`config.mk`:
```
export PLATFORM = sky130hd
export DESIGN_NAME = vaddr_gen
export DESIGN_NICKNAME = d
export VERILOG_FILES = /design/src/rtl/vag_pkg.sv /design/src/rtl/vag_addr.sv /design/src/rtl/vag_ctrl.sv /design/src/rtl/vaddr_gen.sv
export SDC_FILE = /design/constraint.sdc
export NUM_CORES = 1
export LEC_CHECK = 0
export BUFFER_PORTS_ARGS = -buffer_cell sky130_fd_sc_hd__buf_4
export CAP_MARGIN = 20
export CORE_UTILIZATION = 55
export DETAILED_ROUTE_END_ITERATION = 12
export PLACE_DENSITY = 0.8
export SYNTH_ARGS = -nofsm -noshare
export SYNTH_HDL_FRONTEND = slang
export SYNTH_SLANG_ARGS = --single-unit
```
`constraint.sdc`:
```
create_clock -name clk -period 5 [get_ports clk]
set_clock_uncertainty 0.2 [all_clocks]
set_input_delay 0.5 -clock clk [delete_from_list [all_inputs] [get_ports clk]]
set_output_delay 0.5 -clock clk [all_outputs]
set_load 0.03 [all_outputs]
```
`src/rtl/vag_pkg.sv`:
```
package vag_pkg;
    typedef enum logic [1:0] {
        EW_B8  = 2'd0,
        EW_B16 = 2'd1,
        EW_B32 = 2'd2,
        EW_B64 = 2'd3
    } ew_t;

    typedef enum logic [1:0] {
        AM_UNIT   = 2'd0,
        AM_STRIDE = 2'd1,
        AM_INDEX  = 2'd2,
        AM_RSVD   = 2'd3
    } am_t;

    typedef enum logic [1:0] {
        ST_IDLE   = 2'd0,
        ST_WALK   = 2'd1,
        ST_FINISH = 2'd2
    } st_t;

    localparam int LANE_BYTES = 8;
endpackage

```
`src/rtl/vag_addr.sv`:
```
module vag_addr
    import vag_pkg::*;
#(
    parameter int ADDR_W = 32,
    parameter int LANE_B = LANE_BYTES
) (
    input  logic              clk,
    input  logic              rst_n,
    input  logic              load,
    input  logic [ADDR_W-1:0] cmd_base,
    input  logic [1:0]        cmd_width,
    input  logic [1:0]        cmd_mode,
    input  logic [ADDR_W-1:0] cmd_stride,
    input  logic              advance,
    input  logic [ADDR_W-1:0] idx_value,
    output logic [ADDR_W-1:0] addr,
    output logic              misaligned,
    output logic [LANE_B-1:0] be
);
    localparam int OFF_W = $clog2(LANE_B);

    logic [ADDR_W-1:0] base_q;
    logic [ADDR_W-1:0] acc_q;
    logic [ADDR_W-1:0] step_q;
    logic [1:0]        width_q;
    logic              index_q;

    logic [3:0]        size_b;
    logic [ADDR_W-1:0] align_mask;
    logic [LANE_B:0]   ones;

    always_ff @(posedge clk or negedge rst_n) begin
        if (!rst_n) begin
            base_q  <= '0;
            acc_q   <= '0;
            step_q  <= '0;
            width_q <= '0;
            index_q <= 1'b0;
        end else if (load) begin
            base_q  <= cmd_base;
            acc_q   <= cmd_base;
            width_q <= cmd_width;
            index_q <= (cmd_mode == AM_INDEX);
            if (cmd_mode == AM_STRIDE)
                step_q <= cmd_stride;
            else
                step_q <= ADDR_W'(1) << cmd_width;
        end else if (advance) begin
            acc_q <= acc_q + step_q;
        end
    end

    always_comb begin
        size_b     = 4'd1 << width_q;
        align_mask = ADDR_W'(size_b) - ADDR_W'(1);
        addr       = index_q ? (base_q + idx_value) : acc_q;
        misaligned = |(addr & align_mask);
        ones       = ((LANE_B+1)'(1) << size_b) - (LANE_B+1)'(1);
        be         = ones[LANE_B-1:0] << addr[OFF_W-1:0];
    end

    // an aligned element enables exactly size bytes
    assert_be_width_R4: assert property (@(posedge clk) disable iff (!rst_n)
        !misaligned |-> ($countones(be) == int'(size_b)));
endmodule

```
`src/rtl/vag_ctrl.sv`:
```
module vag_ctrl
    import vag_pkg::*;
#(
    parameter int MAX_VL = 64,
    parameter int VL_W   = $clog2(MAX_VL + 1),
    parameter int EL_W   = $clog2(MAX_VL)
) (
    input  logic              clk,
    input  logic              rst_n,
    input  logic              cmd_valid,
    input  logic [VL_W-1:0]   cmd_vlen,
    input  logic              cmd_masked,
    input  logic [MAX_VL-1:0] cmd_mask,
    output logic              cmd_ready,
    output logic              load,
    input  logic              misaligned,
    input  logic              req_ready,
    output logic              req_valid,
    output logic              err_valid,
    output logic [EL_W-1:0]   cur_elem,
    output logic              advance,
    output logic              done
);
    st_t               state_q, state_d;
    logic [EL_W-1:0]   elem_q;
    logic [VL_W-1:0]   vlen_q;
    logic              masked_q;
    logic [MAX_VL-1:0] mask_q;

    logic [VL_W-1:0]   vlen_eff;
    logic              flag_on;
    logic              last;

    assign vlen_eff = (cmd_vlen > VL_W'(MAX_VL)) ? VL_W'(MAX_VL) : cmd_vlen;
    assign flag_on  = !masked_q || mask_q[elem_q];
    assign last     = (VL_W'(elem_q) == (vlen_q - VL_W'(1)));
    assign cur_elem = elem_q;

    // state register and per-command context
    always_ff @(posedge clk or negedge rst_n) begin
        if (!rst_n) begin
            state_q  <= ST_IDLE;
            elem_q   <= '0;
            vlen_q   <= '0;
            masked_q <= 1'b0;
            mask_q   <= '0;
        end else begin
            state_q <= state_d;
            if (load) begin
                elem_q   <= '0;
                vlen_q   <= vlen_eff;
                masked_q <= cmd_masked;
                mask_q   <= cmd_mask;
            end else if (advance && !last) begin
                elem_q <= elem_q + EL_W'(1);
            end
        end
    end

    // outputs and transitions
    always_comb begin
        state_d   = state_q;
        cmd_ready = 1'b0;
        load      = 1'b0;
        req_valid = 1'b0;
        err_valid = 1'b0;
        advance   = 1'b0;
        done      = 1'b0;
        unique case (state_q)
            ST_IDLE: begin
                cmd_ready = 1'b1;
                if (cmd_valid) begin
                    load    = 1'b1;
                    state_d = (vlen_eff == '0) ? ST_FINISH : ST_WALK;
                end
            end
            ST_WALK: begin
                if (!flag_on) begin
                    advance = 1'b1;
                end else if (misaligned) begin
                    err_valid = 1'b1;
                    advance   = 1'b1;
                end else begin
                    req_valid = 1'b1;
                    advance   = req_ready;
                end
                if (advance && last)
                    state_d = ST_FINISH;
            end
            ST_FINISH: begin
                done    = 1'b1;
                state_d = ST_IDLE;
            end
            default: state_d = ST_IDLE;
        endcase
    end

    assert_done_pulse_R10: assert property (@(posedge clk) disable iff (!rst_n)
        done |=> !done && cmd_ready);

    assert_zero_len_R7: assert property (@(posedge clk) disable iff (!rst_n)
        (cmd_ready && cmd_valid && cmd_vlen == '0) |=> done);

    assert_err_single_R8: assert property (@(posedge clk) disable iff (!rst_n)
        err_valid |=> !err_valid || (cur_elem != $past(cur_elem)));
endmodule

```
`src/rtl/vaddr_gen.sv`:
```
module vaddr_gen
    import vag_pkg::*;
#(
    parameter int ADDR_W = 32,
    parameter int MAX_VL = 64,
    parameter int VL_W   = $clog2(MAX_VL + 1),
    parameter int EL_W   = $clog2(MAX_VL)
) (
    input  logic                  clk,
    input  logic                  rst_n,
    input  logic                  cmd_valid,
    output logic                  cmd_ready,
    input  logic [ADDR_W-1:0]     cmd_base,
    input  logic [1:0]            cmd_width,
    input  logic [1:0]            cmd_mode,
    input  logic [ADDR_W-1:0]     cmd_stride,
    input  logic [VL_W-1:0]       cmd_vlen,
    input  logic                  cmd_masked,
    input  logic [MAX_VL-1:0]     cmd_mask,
    input  logic                  cmd_signed,
    output logic [EL_W-1:0]       idx_elem,
    input  logic [ADDR_W-1:0]     idx_value,
    output logic                  req_valid,
    input  logic                  req_ready,
    output logic [ADDR_W-1:0]     req_addr,
    output logic [EL_W-1:0]       req_elem,
    output logic [LANE_BYTES-1:0] req_be,
    output logic                  req_signed,
    output logic                  err_valid,
    output logic [EL_W-1:0]       err_elem,
    output logic                  done
);
    logic            load;
    logic            advance;
    logic            misaligned;
    logic [EL_W-1:0] cur_elem;
    logic            signed_q;

    vag_ctrl #(.MAX_VL(MAX_VL), .VL_W(VL_W), .EL_W(EL_W)) u_ctrl (
        .clk        (clk),
        .rst_n      (rst_n),
        .cmd_valid  (cmd_valid),
        .cmd_vlen   (cmd_vlen),
        .cmd_masked (cmd_masked),
        .cmd_mask   (cmd_mask),
        .cmd_ready  (cmd_ready),
        .load       (load),
        .misaligned (misaligned),
        .req_ready  (req_ready),
        .req_valid  (req_valid),
        .err_valid  (err_valid),
        .cur_elem   (cur_elem),
        .advance    (advance),
        .done       (done)
    );

    vag_addr #(.ADDR_W(ADDR_W), .LANE_B(LANE_BYTES)) u_addr (
        .clk        (clk),
        .rst_n      (rst_n),
        .load       (load),
        .cmd_base   (cmd_base),
        .cmd_width  (cmd_width),
        .cmd_mode   (cmd_mode),
        .cmd_stride (cmd_stride),
        .advance    (advance),
        .idx_value  (idx_value),
        .addr       (req_addr),
        .misaligned (misaligned),
        .be         (req_be)
    );

    always_ff @(posedge clk or negedge rst_n) begin
        if (!rst_n)
            signed_q <= 1'b0;
        else if (load)
            signed_q <= cmd_signed;
    end

    assign idx_elem   = cur_elem;
    assign req_elem   = cur_elem;
    assign err_elem   = cur_elem;
    assign req_signed = signed_q;

    assert_hold_R9: assert property (@(posedge clk) disable iff (!rst_n)
        (req_valid && !req_ready) |=> req_valid && $stable(req_addr) && $stable(req_elem));

    assert_order_R6: assert property (@(posedge clk) disable iff (!rst_n)
        (req_valid && req_ready) |=> !req_valid || (req_elem > $past(req_elem)));

    assert_busy_R10: assert property (@(posedge clk) disable iff (!rst_n)
        (req_valid || err_valid) |-> !cmd_ready);
endmodule

```
After elaboration in Yosys (flattened, before gate mapping)
Cells that the tools add are included.

cells by class
  multiplexer cells = 27
  reductions and logical operators = 11
  $lt $le $gt $ge = 2
  shift-type cells = 4
  bitwise logic cells = 1
  equality and inequality tests = 7
  add/subtract/negate cells = 6

operator list
  kind                  count
  $mux 32               4
  $add 32x32->32        2
  $and 32x32->32        1
  $reduce_or 32->1      1
  $shl 1x2->32 const A  1
  $mux 1                15
  $mux 6                2
  $shl 1x4->8 const A   1
  $shl 8x3->8           1
  $sub 8x2->8 const B   1
  $eq 6x7->1            1
  $gt 7x7->1 const B    1
  $logic_not 7->1       1
  $lt 6x7->1 const B    1
  $mux 7                1
  $sub 7x1->7 const B   1
  $add 6x1->6 const B   1
  $bmux 1 s6            1
  $mux 2                3
  $sub 4x1->5 const B   1
  $eq 2x1->1 const B    2
  $eq 2x2->1 const B    2
  $pmux 2 s2            1
  $reduce_bool 2->1     2
  8 further kinds       10

storage, ports and cells
  bits in registers = 180
  output and inout bits = 63
  bits of input ports = 177
  word-level logic and storage cells = 69

Logic depth before layout (Yosys ltp)
Gate-level depths: netlist (run 1).

  depth after elaboration = 11
  depth in mapped cells = 16
  gate-level depth less buffers = 15

Modules after synthesis
From an unflattened synthesis (run 1), not the netlist that was laid out.

second synthesis, totals
  cells, all modules = 1461
  area, all modules = 12300.5 µm²

by module, submodules not included
  module     area each (µm²)  sequential area each (µm²)  instances  cells each
  vag_addr   8185.4           2477.4                      1          1004
  vag_ctrl   3985.1           2001.9                      1          443
  vaddr_gen  130.1            25.0                        1          14

Worst setup path before layout (run 1)
Ideal clock, no wire load.

  path kind = in2out
  start point = in idx_value[0]
  end point = out req_valid
  required time = 4300 ps
  setup slack = 131 ps
  data arrival time = 4169 ps
  stages = 13
  buffers on the path = 0
  cells stage by stage = ha_1 -> fa_1 -> a21o_1 -> a221oi_2 -> a21oi_1 -> o21ai_1 -> a211oi_1 -> o31ai_1 -> xnor2_1 -> o21ai_0 -> or4_1 -> o21ai_0 -> nor2b_1

between the ends
  cells in the longest elaborated chain, start to end = 7

ends and longest elaborated chain
  item              line             RTL
  from (decl)       vaddr_gen.sv:22  input logic [ADDR_W-1:0] idx_value,
  $add 32x32->32    vag_addr.sv:56   addr = index_q ? (base_q + idx_value) : acc_q;
  $mux 32           vag_addr.sv:56
  via req_addr[28]  vaddr_gen.sv:25  output logic [ADDR_W-1:0] req_addr,
  $and 32x32->32    vag_addr.sv:57   misaligned = |(addr & align_mask);
  $reduce_or 32->1  vag_addr.sv:57
  $mux 1            vag_ctrl.sv:80   end else if (misaligned) begin
  $mux 1            vag_ctrl.sv:78   if (!flag_on) begin
  $mux 1            vag_ctrl.sv:69   unique case (state_q)
  to (decl)         vaddr_gen.sv:23  output logic req_valid,

The timed path passes the listed nets, and every way through them passes these cells.

Worst setup path in the final report (run 1)
  start point = reg u_addr.base_q[0]
  end point = out req_valid

between the ends
  cells in the longest elaborated chain, start to end = 7

ends and longest elaborated chain
  item                    line            RTL
  from (decl)             vag_addr.sv:22  logic [ADDR_W-1:0] base_q;
  from (signal assigned)  vag_addr.sv:40  base_q <= cmd_base;
  $add 32x32->32          vag_addr.sv:56
  $mux 32                 vag_addr.sv:56
  $and 32x32->32          vag_addr.sv:57
  $reduce_or 32->1        vag_addr.sv:57
  $mux 1                  vag_ctrl.sv:80
  $mux 1                  vag_ctrl.sv:78
  $mux 1                  vag_ctrl.sv:69

Every way passes these cells.

==> results.md, run 1 <==
* Worst flop-to-flop path endpoint: u_addr.acc_q[4]
* Die Width at 149 µm
* Area grow syn2layout at 23.9%
* Crit share post-route at 101%
* Fin Hold WS at 0.0383 ns
* Max cap viols at 0
* Seq cells post-synth at 180
* Total number of vias at between 10000 and 15000
* Setup TNS at -0.0555 ns
* Synth unique cells at 75
* Die area at 22300 µm²
* Worst EP required at about 4.3 ns
* Status: complete, but fails checks
* Slew margin rel. at 37.7%
* Clock Pin Slew Worst Setup and Hold Paths at 0.08 ns
* CTS Sinks at 180
* Clock Tree Root: clkbuf_16
* Via density per instance at a little under 6
* Number of H-tree levels at 4
* DR pass1 iterations at 5
* Avg Inst Size Synth at 8.82 µm²
* Max rail drop VDD at 368 µV
* Crit Path Max Fanout at 3
* Share of the synthesized area in the top cell type at between 30% and 40%
* Cts bufs inserted at 17
* Core Box Area at 21200 µm²
* Non-filler cells, final at 1866
* Placed cells at 1824
* Worst Setup End Kind: output port
* Clock buffer depth at 2
* Register area share after synthesis at 37.7%
* Failing checks: negative setup slack
* Crit path time final at between 5 and 6 ns
* DRC at 0
* Share of cells above drive strength 1 at 23.9%
* RSZ-0062 raised after global routing: yes
* Hold path depth at 3
* Synth area leaders: dfrtp_1, nand2_1, ha_1, mux4_2, a21o_1
* Die Span Y at 149 µm
* CP Launch Type: flip-flop
* Tot GR Track Use at 31.3%
* Initial core utilization at 56.5%
* Post-Syn Area at 11900 µm²
* FP Rows at 53
* Initial antenna violation count at 1
* Vias in the first global route at roughly 11000
* EDFF count, synth at 0
* Final setup fails at 1
* Hold Path Class: input pin to flip-flop
* Antenna-violating nets left at 0
* Final Max Slew Viols at 0
* CTS tree: done
* Worst slew pin tran at about 0.93 ns
* Port Buffers at 239
* Nets@finish at approximately 1800
* Syn nets at roughly 1600
* Kind of critical path: flip-flop to output port
* Detailed placement HPWL at 25300 µm
* Setup crit start: u_addr.base_q[0]
* Post-synth top area cell: dfrtp_1
* Final hold viol count at 0
* Main flop type after synthesis: dfrtp_1
* Critical Path AT at between 4 and 5 ns
* Hold Path Origin: cmd_mask[30]
* Synth Instances at 1355
* Static Leak at 7.74 nW
* Reg2Reg Setup Slack at 0.23 ns
* DRT iter0 DRCs at 641
* Yosys warning total at 0
* GRT Residual Overflow at 0
* Pwr dens at 761 nW/µm²
* Post-synth ARST share at 100%
* First-pass GRT wire length at 53700 µm
* Worst r2r src: u_addr.base_q[0]
* Largest net degree at the start of global routing at 111
* Worst r2r path cells at 18
* Max Clock Freq at 198 MHz
* I/O Pins at 240
* Final WL at approximately 34000 µm
* WL/cell at 18.3 µm
* Worst-Skew Late Latency at 0.45 ns
* Setup WS post-layout at -0.0555 ns
* WHS Endpoint: u_ctrl.mask_q[30]
* Routability cong. at just under 1
## per-layer routing
metal  vias up  GRT usage, %  part of all wire (%)
li1       5246             -                     -
met1      5217          40.5                    41
met2       385          51.1                    48
met3        69          5.93                   7.4
met4         0          13.4                   3.5
met5         -             0                     0
## worst max path at each step
stage,slack [ns],endpoint,depth (start not counted)
3_3_place_gp,0.04,req_valid,17
5_1_grt,-0.21,req_valid,15
2_1_floorplan,0.13,req_valid,13
4_1_cts,-0.06,req_valid,15
6_report,-0.06,req_valid,15
3_5_place_dp,0.04,req_valid,17
## cell families after synthesis
logic type	share of synthesized area, %
compound gates	17.3
mux	6.80
simple gates	22.0
xor+xnor	4.47
buf+inv	4.26
flops	37.7
fa+ha+maj	7.46
## sequential cells by signal (all words and copies together) (netlist names)
| name | flops |
|---|---|
| u_ctrl.mask_q | 64 |
| u_addr.acc_q | 32 |
| u_addr.base_q | 32 |
| u_addr.step_q | 32 |
| u_ctrl.vlen_q | 7 |
| u_ctrl.cur_elem | 6 |
| u_addr.width_q | 2 |
| u_ctrl.state_q | 2 |
| req_signed | 1 |
| u_addr.index_q | 1 |
| u_ctrl.masked_q | 1 |
## layout by cell type, fill, tap and decap left out, types with 11 or more instances in the layout
cell / netlist / routed
dfrtp_1: 180 / 179
o21ai_0: 47 / 45
nand2_1: 357 / 356
xnor2_1: 40 / 40
a21o_1: 61 / 61
ha_1: 68 / 67
a211oi_1: 11 / 11
mux4_2: 21 / 21
nor2b_1: 12 / 11
a21oi_1: 75 / 75
buf_4: 12 / 277
mux2_2: 15 / 15
mux2i_1: 17 / 16
nand3b_1: 15 / 15
nor2_1: 50 / 49
nand2b_1: 13 / 13
clkbuf_16: 0 / 17
xor2_1: 21 / 21
and3_1: 36 / 36
a221o_1: 27 / 27
o211ai_1: 12 / 12
nand3_1: 40 / 40
nor3_1: 19 / 19
inv_1: 28 / 28
## where the power goes
part	switching [mW]	internal (mW)	total (mW)
combinational	3.97	3.10	7.08
clock	0.627	0.855	1.48
sequential	0.574	2.14	2.71
## cells in the mapped netlist, types with 27 or more instances
cell type and number:
xnor2_1 40, o21ai_0 47, nor2_1 50, a21o_1 61
dfrtp_1 180, clkbuf_1 58, nand3_1 40, ha_1 68
inv_1 28, and3_1 36, a21oi_1 75, a221o_1 27
nand2_1 357
## worst max-delay path: stages, from the launching register on
cell and delay [ns]:
dfrtp_1 0.39, ha_2 0.19, fa_2 0.36, a21o_1 0.20
a221oi_2 0.27, buf_4 0.18, o21ai_2 0.07, a21o_1 0.21
a311oi_2 0.28, xnor2_1 0.13, a2111oi_2 0.37, nand4_1 0.24
or4_4 0.56, o21ai_4 0.16, nor2b_1 0.14, buf_4 0.16
## metrics by stage
step	cell area (µm²)	power, mW	util [%]	worst slack, ns
2_1_floorplan	11900	7.61	-	0.131
3_3_place_gp	14000	9.46	66.3	0.0448
3_5_place_dp	14000	9.62	66.3	0.0364
4_1_cts	14700	11.2	69.7	-0.0598
5_1_grt	14800	12.0	70.0	-0.212
6_report	14800	11.3	70.0	-0.0555
## repair_timing
action,4_1_cts,5_1_grt
resized for setup,5,6
hold buffers,1,0
buffers inserted,6,2
pin swaps,4,2
cloned,0,0
setup endpoints to repair,2,2
hold endpoints to repair,8,0
## layout make-up
type                            count  area (µm²)
Fill cell                        1708        6350
Timing Repair Buffer              284        2210
Antenna cell                        1        2.50
Multi-Input combinational cell   1064        6990
Inverter                           30         113
Clock buffer                       19         433
Sequential cell                   180        4510
Clock inverter                     13         208
Tap cell                          275         344
Power figures use the tool's default switching activity.
==> run 2: changes to the inputs <==
--- a/config.mk
+++ b/config.mk
@@ -10,6 +10,7 @@
 export CORE_UTILIZATION = 55
 export DETAILED_ROUTE_END_ITERATION = 12
 export PLACE_DENSITY = 0.8
+export RECOVER_POWER = 25
 export SYNTH_ARGS = -nofsm -noshare
 export SYNTH_HDL_FRONTEND = slang
 export SYNTH_SLANG_ARGS = --single-unit
==> results.md, run 2 (synthesis results as in run 1) <==
* Status: complete, but fails checks
* FP Rows at 53 (unchanged)
* Number of H-tree levels at 4 (unchanged)
* Max Clock Freq at 198 MHz (about the same)
* Final setup fails at 1 (unchanged)
* Crit share post-route at 101% (about the same)
* Commonest non-fill, non-tap cell in the layout: nand2_1
* Overall power at 11.3 mW (-0.15%)
* Final Max Slew Viols at 97 (+97)
* CTS Sinks at 180 (unchanged)
* Via density per instance at 5.84 (-0.24%)
* Tot GR Track Use at 31.3% (unchanged)
* Initial antenna violation count at 1 (unchanged)
* Pwr dens at 762 nW/µm² (+0.12%)
* Clock Tree Root: clkbuf_16
* Area grow syn2layout at 23.6%
* Port Buffers at 239 (unchanged)
* Most flops, register: u_ctrl.mask_q
* Nets@finish at 1824 (unchanged)
* Setup slack at placement at 0.0364 ns (unchanged)
* Final WL at 34100 µm (-0.16%)
* Max rail drop VDD at 353 µV (-4.1%)
* Crit Path Max Fanout at 3 (unchanged)
* CP Launch Type: flip-flop
* Clock buffer depth at 2 (unchanged)
* Critical Path AT at 4.35 ns (about the same)
* Clock Pin Slew Worst Setup and Hold Paths at 0.08 ns (about the same)
* Worst-Skew Late Latency at 0.44 ns (about the same)
* Most frequent cells in the layout: nand2_1, buf_4, dfrtp_1
* DRT iter0 DRCs at 678 (+5.8%)
* I/O Pins at 240 (unchanged)
* Static Leak at 7.71 nW (-0.50%)
* First-pass GRT wire length at 53700 µm (unchanged)
* Worst slew pin tran at 2.49 ns (+1.56 ns)
* # fillers at 1717 (+0.53%)
* Routability cong. at 0.969 (unchanged)
* Die area at 22300 µm² (unchanged)
* Detailed placement HPWL at 25300 µm (unchanged)
* Setup WS post-layout at -0.0509 ns (+0.00457 ns)
* Fin Hold WS at 0.0394 ns (+0.00115 ns)
* Crit path time final at 5.05 ns (-0.00457 ns)
* Worst EP required at 4.30 ns (about the same)
* DR pass1 iterations at 5 (unchanged)
* Die Width at 149 µm (unchanged)
* Hold Path Class: input pin to flip-flop
* Total number of vias at 10900 (-0.24%)
* Slew margin rel. at -65.7% (-100 points)
* Kind of critical path: flip-flop to output port
* Die Span Y at 149 µm (unchanged)
* DRC at 0 (unchanged)
* Failing checks: max-capacitance violations, max-slew violations, negative setup slack
* WL/cell at 18.3 µm (-0.16%)
* Largest net degree at the start of global routing at 111 (unchanged)
* Vias in the first global route at 10500 (unchanged)
* Max reg flops at 64 (unchanged)
* RSZ-0062 raised after global routing: yes
* Worst Setup End Kind: output port
* Core Box Area at 21200 µm² (unchanged)
* Antenna-violating nets left at 0 (unchanged)
* Cts bufs inserted at 17 (unchanged)
* CTS tree: done
* GRT Residual Overflow at 0 (unchanged)
* Final hold viol count at 0 (unchanged)
* Initial core utilization at 56.5% (unchanged)
* Share of cells above drive strength 1 at 23.4% (-0.50 points)
* Max cap viols at 1 (+1)
run 2: final timing paths:
check,endpoint,cells past startpoint,slack [ns],from
worst max register to register,u_addr.acc_q[4],18,0.23,u_addr.base_q[0]
worst min-delay path,u_ctrl.mask_q[30],3,0.04,cmd_mask[30]
worst max-delay path,req_valid,15,-0.05,u_addr.base_q[0]
worst min register to register,u_ctrl.mask_q[22],2,0.27,u_ctrl.mask_q[22]
min in group asynchronous,u_addr.base_q[26],2,1.15,rst_n
max in group asynchronous,u_addr.index_q,2,1.82,rst_n
run 2: layout make-up:
cell class              instances  area [µm²]  share of cell area, %
clock inverters                13         208                   1.41
flip-flops and latches        180        4510                   30.5
diodes                          1        2.50                 0.0169
multi-input cells            1064        6990                   47.3
repair buffers                284        2180                   14.7
inverters                      30         113                  0.763
clock buffers                  19         433                   2.93
well taps                     275         344                   2.33
run 2: layer usage:
metal	up-vias	GRT usage, %	part of all wire, %
met5	-	0	0
met4	0	13.4	3.5
met3	72	5.93	7.5
met2	373	51.1	48
met1	5205	40.5	41
li1	5241	-	-
run 2: stage by stage:
| step | util [%] | cell area [µm²] | TNS (ns) | cells |
|---|---|---|---|---|
| floorplan | - | 11900 | 0 | 1355 |
| global placement | 66.3 | 14000 | 0 | 1824 |
| detailed placement | 66.3 | 14000 | 0 | 1824 |
| CTS | 69.7 | 14700 | -0.0598 | 1863 |
| global route | 69.8 | 14800 | -0.316 | 1866 |
| finish | 69.8 | 14800 | -0.0509 | 1866 |
run 2: timing repair:
item	in CTS	in global routing
setup endpoints to repair	2	2
pin swaps	4	2
setup buffers	6	2
hold buffers	1	0
hold endpoints to repair	8	0
resized for setup	5	6
run 2: power breakdown:
part	switching [mW]	total (mW)	internal (mW)
logic	3.97	7.06	3.09
registers	0.572	2.71	2.14
clock network	0.627	1.48	0.855
total	5.17	11.3	6.08
run 2: critical path: stages (launching register included):
cell       delay (ns)
dfrtp_1          0.39
ha_2             0.19
fa_2             0.36
a21o_1           0.20
a221oi_2         0.27
buf_4            0.18
o21ai_2          0.07
a21o_1           0.21
a311oi_2         0.28
xnor2_1          0.13
a2111oi_2        0.37
nand4_1          0.24
or4_4            0.56
o21ai_4          0.16
nor2b_1          0.14
buf_4            0.16
==> run 3: changes to the inputs <==
--- a/config.mk
+++ b/config.mk
@@ -7,9 +7,9 @@
 export LEC_CHECK = 0
 export BUFFER_PORTS_ARGS = -buffer_cell sky130_fd_sc_hd__buf_4
 export CAP_MARGIN = 20
-export CORE_UTILIZATION = 55
+export CORE_UTILIZATION = 51
 export DETAILED_ROUTE_END_ITERATION = 12
-export PLACE_DENSITY = 0.8
+export PLACE_DENSITY = 0.78
 export RECOVER_POWER = 25
 export SYNTH_ARGS = -nofsm -noshare
 export SYNTH_HDL_FRONTEND = slang
==> constraint.sdc (replaced) <==
create_clock -name clk -period 4.2 [get_ports clk]
set_clock_uncertainty 0.2 [all_clocks]
set_input_delay 0.42 -clock clk [delete_from_list [all_inputs] [get_ports clk]]
set_output_delay 0.42 -clock clk [all_outputs]
set_load 0.03 [all_outputs]
==> results.md, run 3 (synthesis results as in run 1) <==
* Status: complete, but fails checks
* Failing checks: max-capacitance violations, max-slew violations, negative setup slack
* Multi-input logic area at 7090 µm² (+1.4%)
* Core Box Area at 22800 µm² (+7.7%)
* Setup WS post-layout at -0.626 ns (-0.575 ns)
* Hold Path Class: input pin to flip-flop
* Slowest-stage cell, CP: or4_4
* Initial antenna violation count at 2 (+1)
* Int Power at 7.65 mW (+26%)
* Crit share post-route at 115%
* Worst-Skew Late Latency at 0.45 ns (about the same)
* Largest net degree at the start of global routing at 101 (-9.0%)
* Final setup fails at 38 (+37)
* Crit path time final at 4.83 ns
* Max cap viols at 1 (unchanged)
* Kind of critical path: flip-flop to output port
* CP peak stage delay at 0.56 ns (about the same)
* Area grow syn2layout at 35.6%
* # fillers at 1708 (-0.52%)
* Pwr dens at 881 nW/µm² (+16%)
* Critical Path AT at 4.21 ns (-0.14 ns)
* Via density per instance at 5.73 (-1.8%)
* Initial core utilization at 52.5% (-4.0 points)
* Detailed placement HPWL at 27000 µm (+6.9%)
* Seq. cell area at 4510 µm² (unchanged)
* Die Span Y at 155 µm (+3.8%)
* Wire length on met2 at 19200 µm (+18%)
* Max reg flops at 64 (unchanged)
* Most frequent cells in the layout: nand2_1, buf_4, dfrtp_1
* Commonest non-fill, non-tap cell in the layout: nand2_1
* Switch share at 46.4% (+0.45 points)
* Metal-1 WL at 15800 µm (+12%)
* Worst-path cell chain: ha_4, fa_2, a21o_1, a221oi_4, buf_6, o21ai_4, a21o_1, a311oi_2, xnor2_1, a2111oi_2, nand4_1, or4_4, o21ai_4, nor2b_4, buf_6
* Number of H-tree levels at 4 (unchanged)
* Clock Tree Root: clkbuf_16
* Sequential power share at 22.7% (-1.4 points)
* Port Buffers at 239 (unchanged)
* Comb pwr share at 65.3% (+2.6 points)
* Tot GR Track Use at 32.4% (+1.1 points)
* Worst r2r src: u_addr.base_q[12]
* Antenna-violating nets left at 0 (unchanged)
* Worst slew pin tran at 3.27 ns (+0.788 ns)
* Share of cells above drive strength 1 at 26.8% (+3.4 points)
* Final Max Slew Viols at 54 (-44%)
* Die area at 24000 µm² (+7.7%)
* Wire length on met3 at 2380 µm (-6.6%)
* Nets@finish at 1973 (+8.2%)
* Routability cong. at 0.925 (-4.5%)
* CTS Sinks at 180 (unchanged)
* FP Rows at 55 (+3.8%)
* Die Width at 155 µm (+3.8%)
* Max rail drop VDD at 446 µV (+26%)
* DRC at 0 (unchanged)
* Switching pwr at 6.62 mW (+28%)
* Total number of vias at 11800 (+8.1%)
* First-pass GRT wire length at 60800 µm (+13%)
* CP Launch Type: flip-flop
* Crit Path Max Fanout at 3 (unchanged)
* Clock share of power at 12.0% (-1.2 points)
* Overall power at 14.3 mW (+27%)
* WL/cell at 18.8 µm (+2.6%)
* Setup TNS at -7.37 ns (-7.32 ns)
* Clock buffer depth at 2 (unchanged)
* Fin Hold WS at 0.000230 ns (-0.0392 ns)
* Worst Setup End Kind: output port
* Delay-heaviest family, CP: compound AO/OA/AOI/OAI gates
* Static Leak at 8.42 nW (+9.2%)
* Worst EP required at 3.58 ns (-0.72 ns)
* Clock Pin Slew Worst Setup and Hold Paths at 0.08 ns (about the same)
* Vias in the first global route at 11900 (+13%)
* DR pass1 iterations at 5 (unchanged)
* I/O Pins at 240 (unchanged)
* Setup crit start: u_addr.base_q[0]
* Crit path buf inv count at 2 (unchanged)
* DRT iter0 DRCs at 770 (+14%)
* Highest metal used: met4
* Final hold viol count at 0 (unchanged)
* Final WL at 38600 µm (+13%)
* Max Clock Freq at 207 MHz
* Hold Path Origin: cmd_stride[26]
* Most flops, register: u_ctrl.mask_q
* Cts bufs inserted at 17 (unchanged)
* Post-layout util at 71.1% (+1.3 points)
* Slew margin rel. at -118% (-53 points)
* CTS tree: done
* GRT Residual Overflow at 0 (unchanged)
* RSZ-0062 raised after global routing: yes
-- run 3: cell count changes in the layout (fill, tap and decap cells not counted), sizes merged, moves of 2 or more --
cell         delta
buf            +83
bufinv          -3
clkbuf          -7
inv             +2
clkinv          +4
dlygate4sd3    +69
nor2            +2
-- run 3: layout make-up --
class,instances,area share (%)
clock inverter,15,1.27
clock buffer,17,2.63
timing repair buffer,431,21.4
multi-input combinational,1066,43.7
tap,313,2.42
antenna,2,0.0309
inverter,30,0.695
sequential,180,27.8
-- run 3: path summary, 6_finish.rpt --
| check | end | slack [ns] | cells past startpoint |
|---|---|---|---|
| min | u_addr.step_q[26] | 0.0002 | 3 |
| max in group asynchronous | u_addr.index_q | 0.29 | 2 |
| max | req_valid | -0.63 | 15 |
| min reg2reg | u_ctrl.mask_q[19] | 0.28 | 2 |
| min in group asynchronous | u_addr.base_q[26] | 1.42 | 2 |
| max reg2reg | u_addr.acc_q[0] | -0.27 | 16 |
-- run 3: power by group through the flow --
stage	registers [mW]	clock network, mW	logic, mW
3_3_place_gp	3.18	0	8.67
6_report	3.24	1.71	9.32
4_1_cts	3.20	1.72	9.13
2_1_floorplan	3.01	0	6.12
3_5_place_dp	3.23	0	8.88
5_1_grt	3.32	1.78	10.1
-- run 3: worst register-to-register path: stages, from the launching register on --
cell and delay, ns:
dfrtp_1 0.39, ha_1 0.44, nand4_1 0.14, a211o_1 0.29, a21oi_1 0.19, o21ai_1 0.08, buf_4 0.15, a211oi_2 0.36
o31ai_2 0.14, xnor2_1 0.41, o211ai_1 0.13, or4_4 0.53, o211a_1 0.27, buf_12 0.19, buf_4 0.16, mux2i_1 0.14
o21ai_0 0.11
-- run 3: what timing repair did --
item / in CTS / in global routing
hold buffers: 70 / 0
cloned: 1 / 1
gates resized for setup: 9 / 5
hold endpoints to repair: 121 / 0
endpoints found under the setup margin: 41 / 44
setup buffers: 5 / 3
pin swaps: 13 / 11
-- run 3: routing by layer --
metal / vias up / GRT usage [%]
li1: 5540 / -
met1: 5661 / 41.4
met2: 501 / 56.3
met3: 76 / 4.04
met4: 0 / 12.1
met5: - / 0
-- run 3: stage by stage --
step / setup slack (ns) / instance area [µm²] / cells
6_report: -0.626 / 16200 / 2054
3_3_place_gp: -0.482 / 14700 / 1940
5_1_grt: -0.760 / 16200 / 2054
4_1_cts: -0.688 / 16100 / 2048
3_5_place_dp: -0.526 / 14700 / 1940
2_1_floorplan: 0.00507 / 12000 / 1355
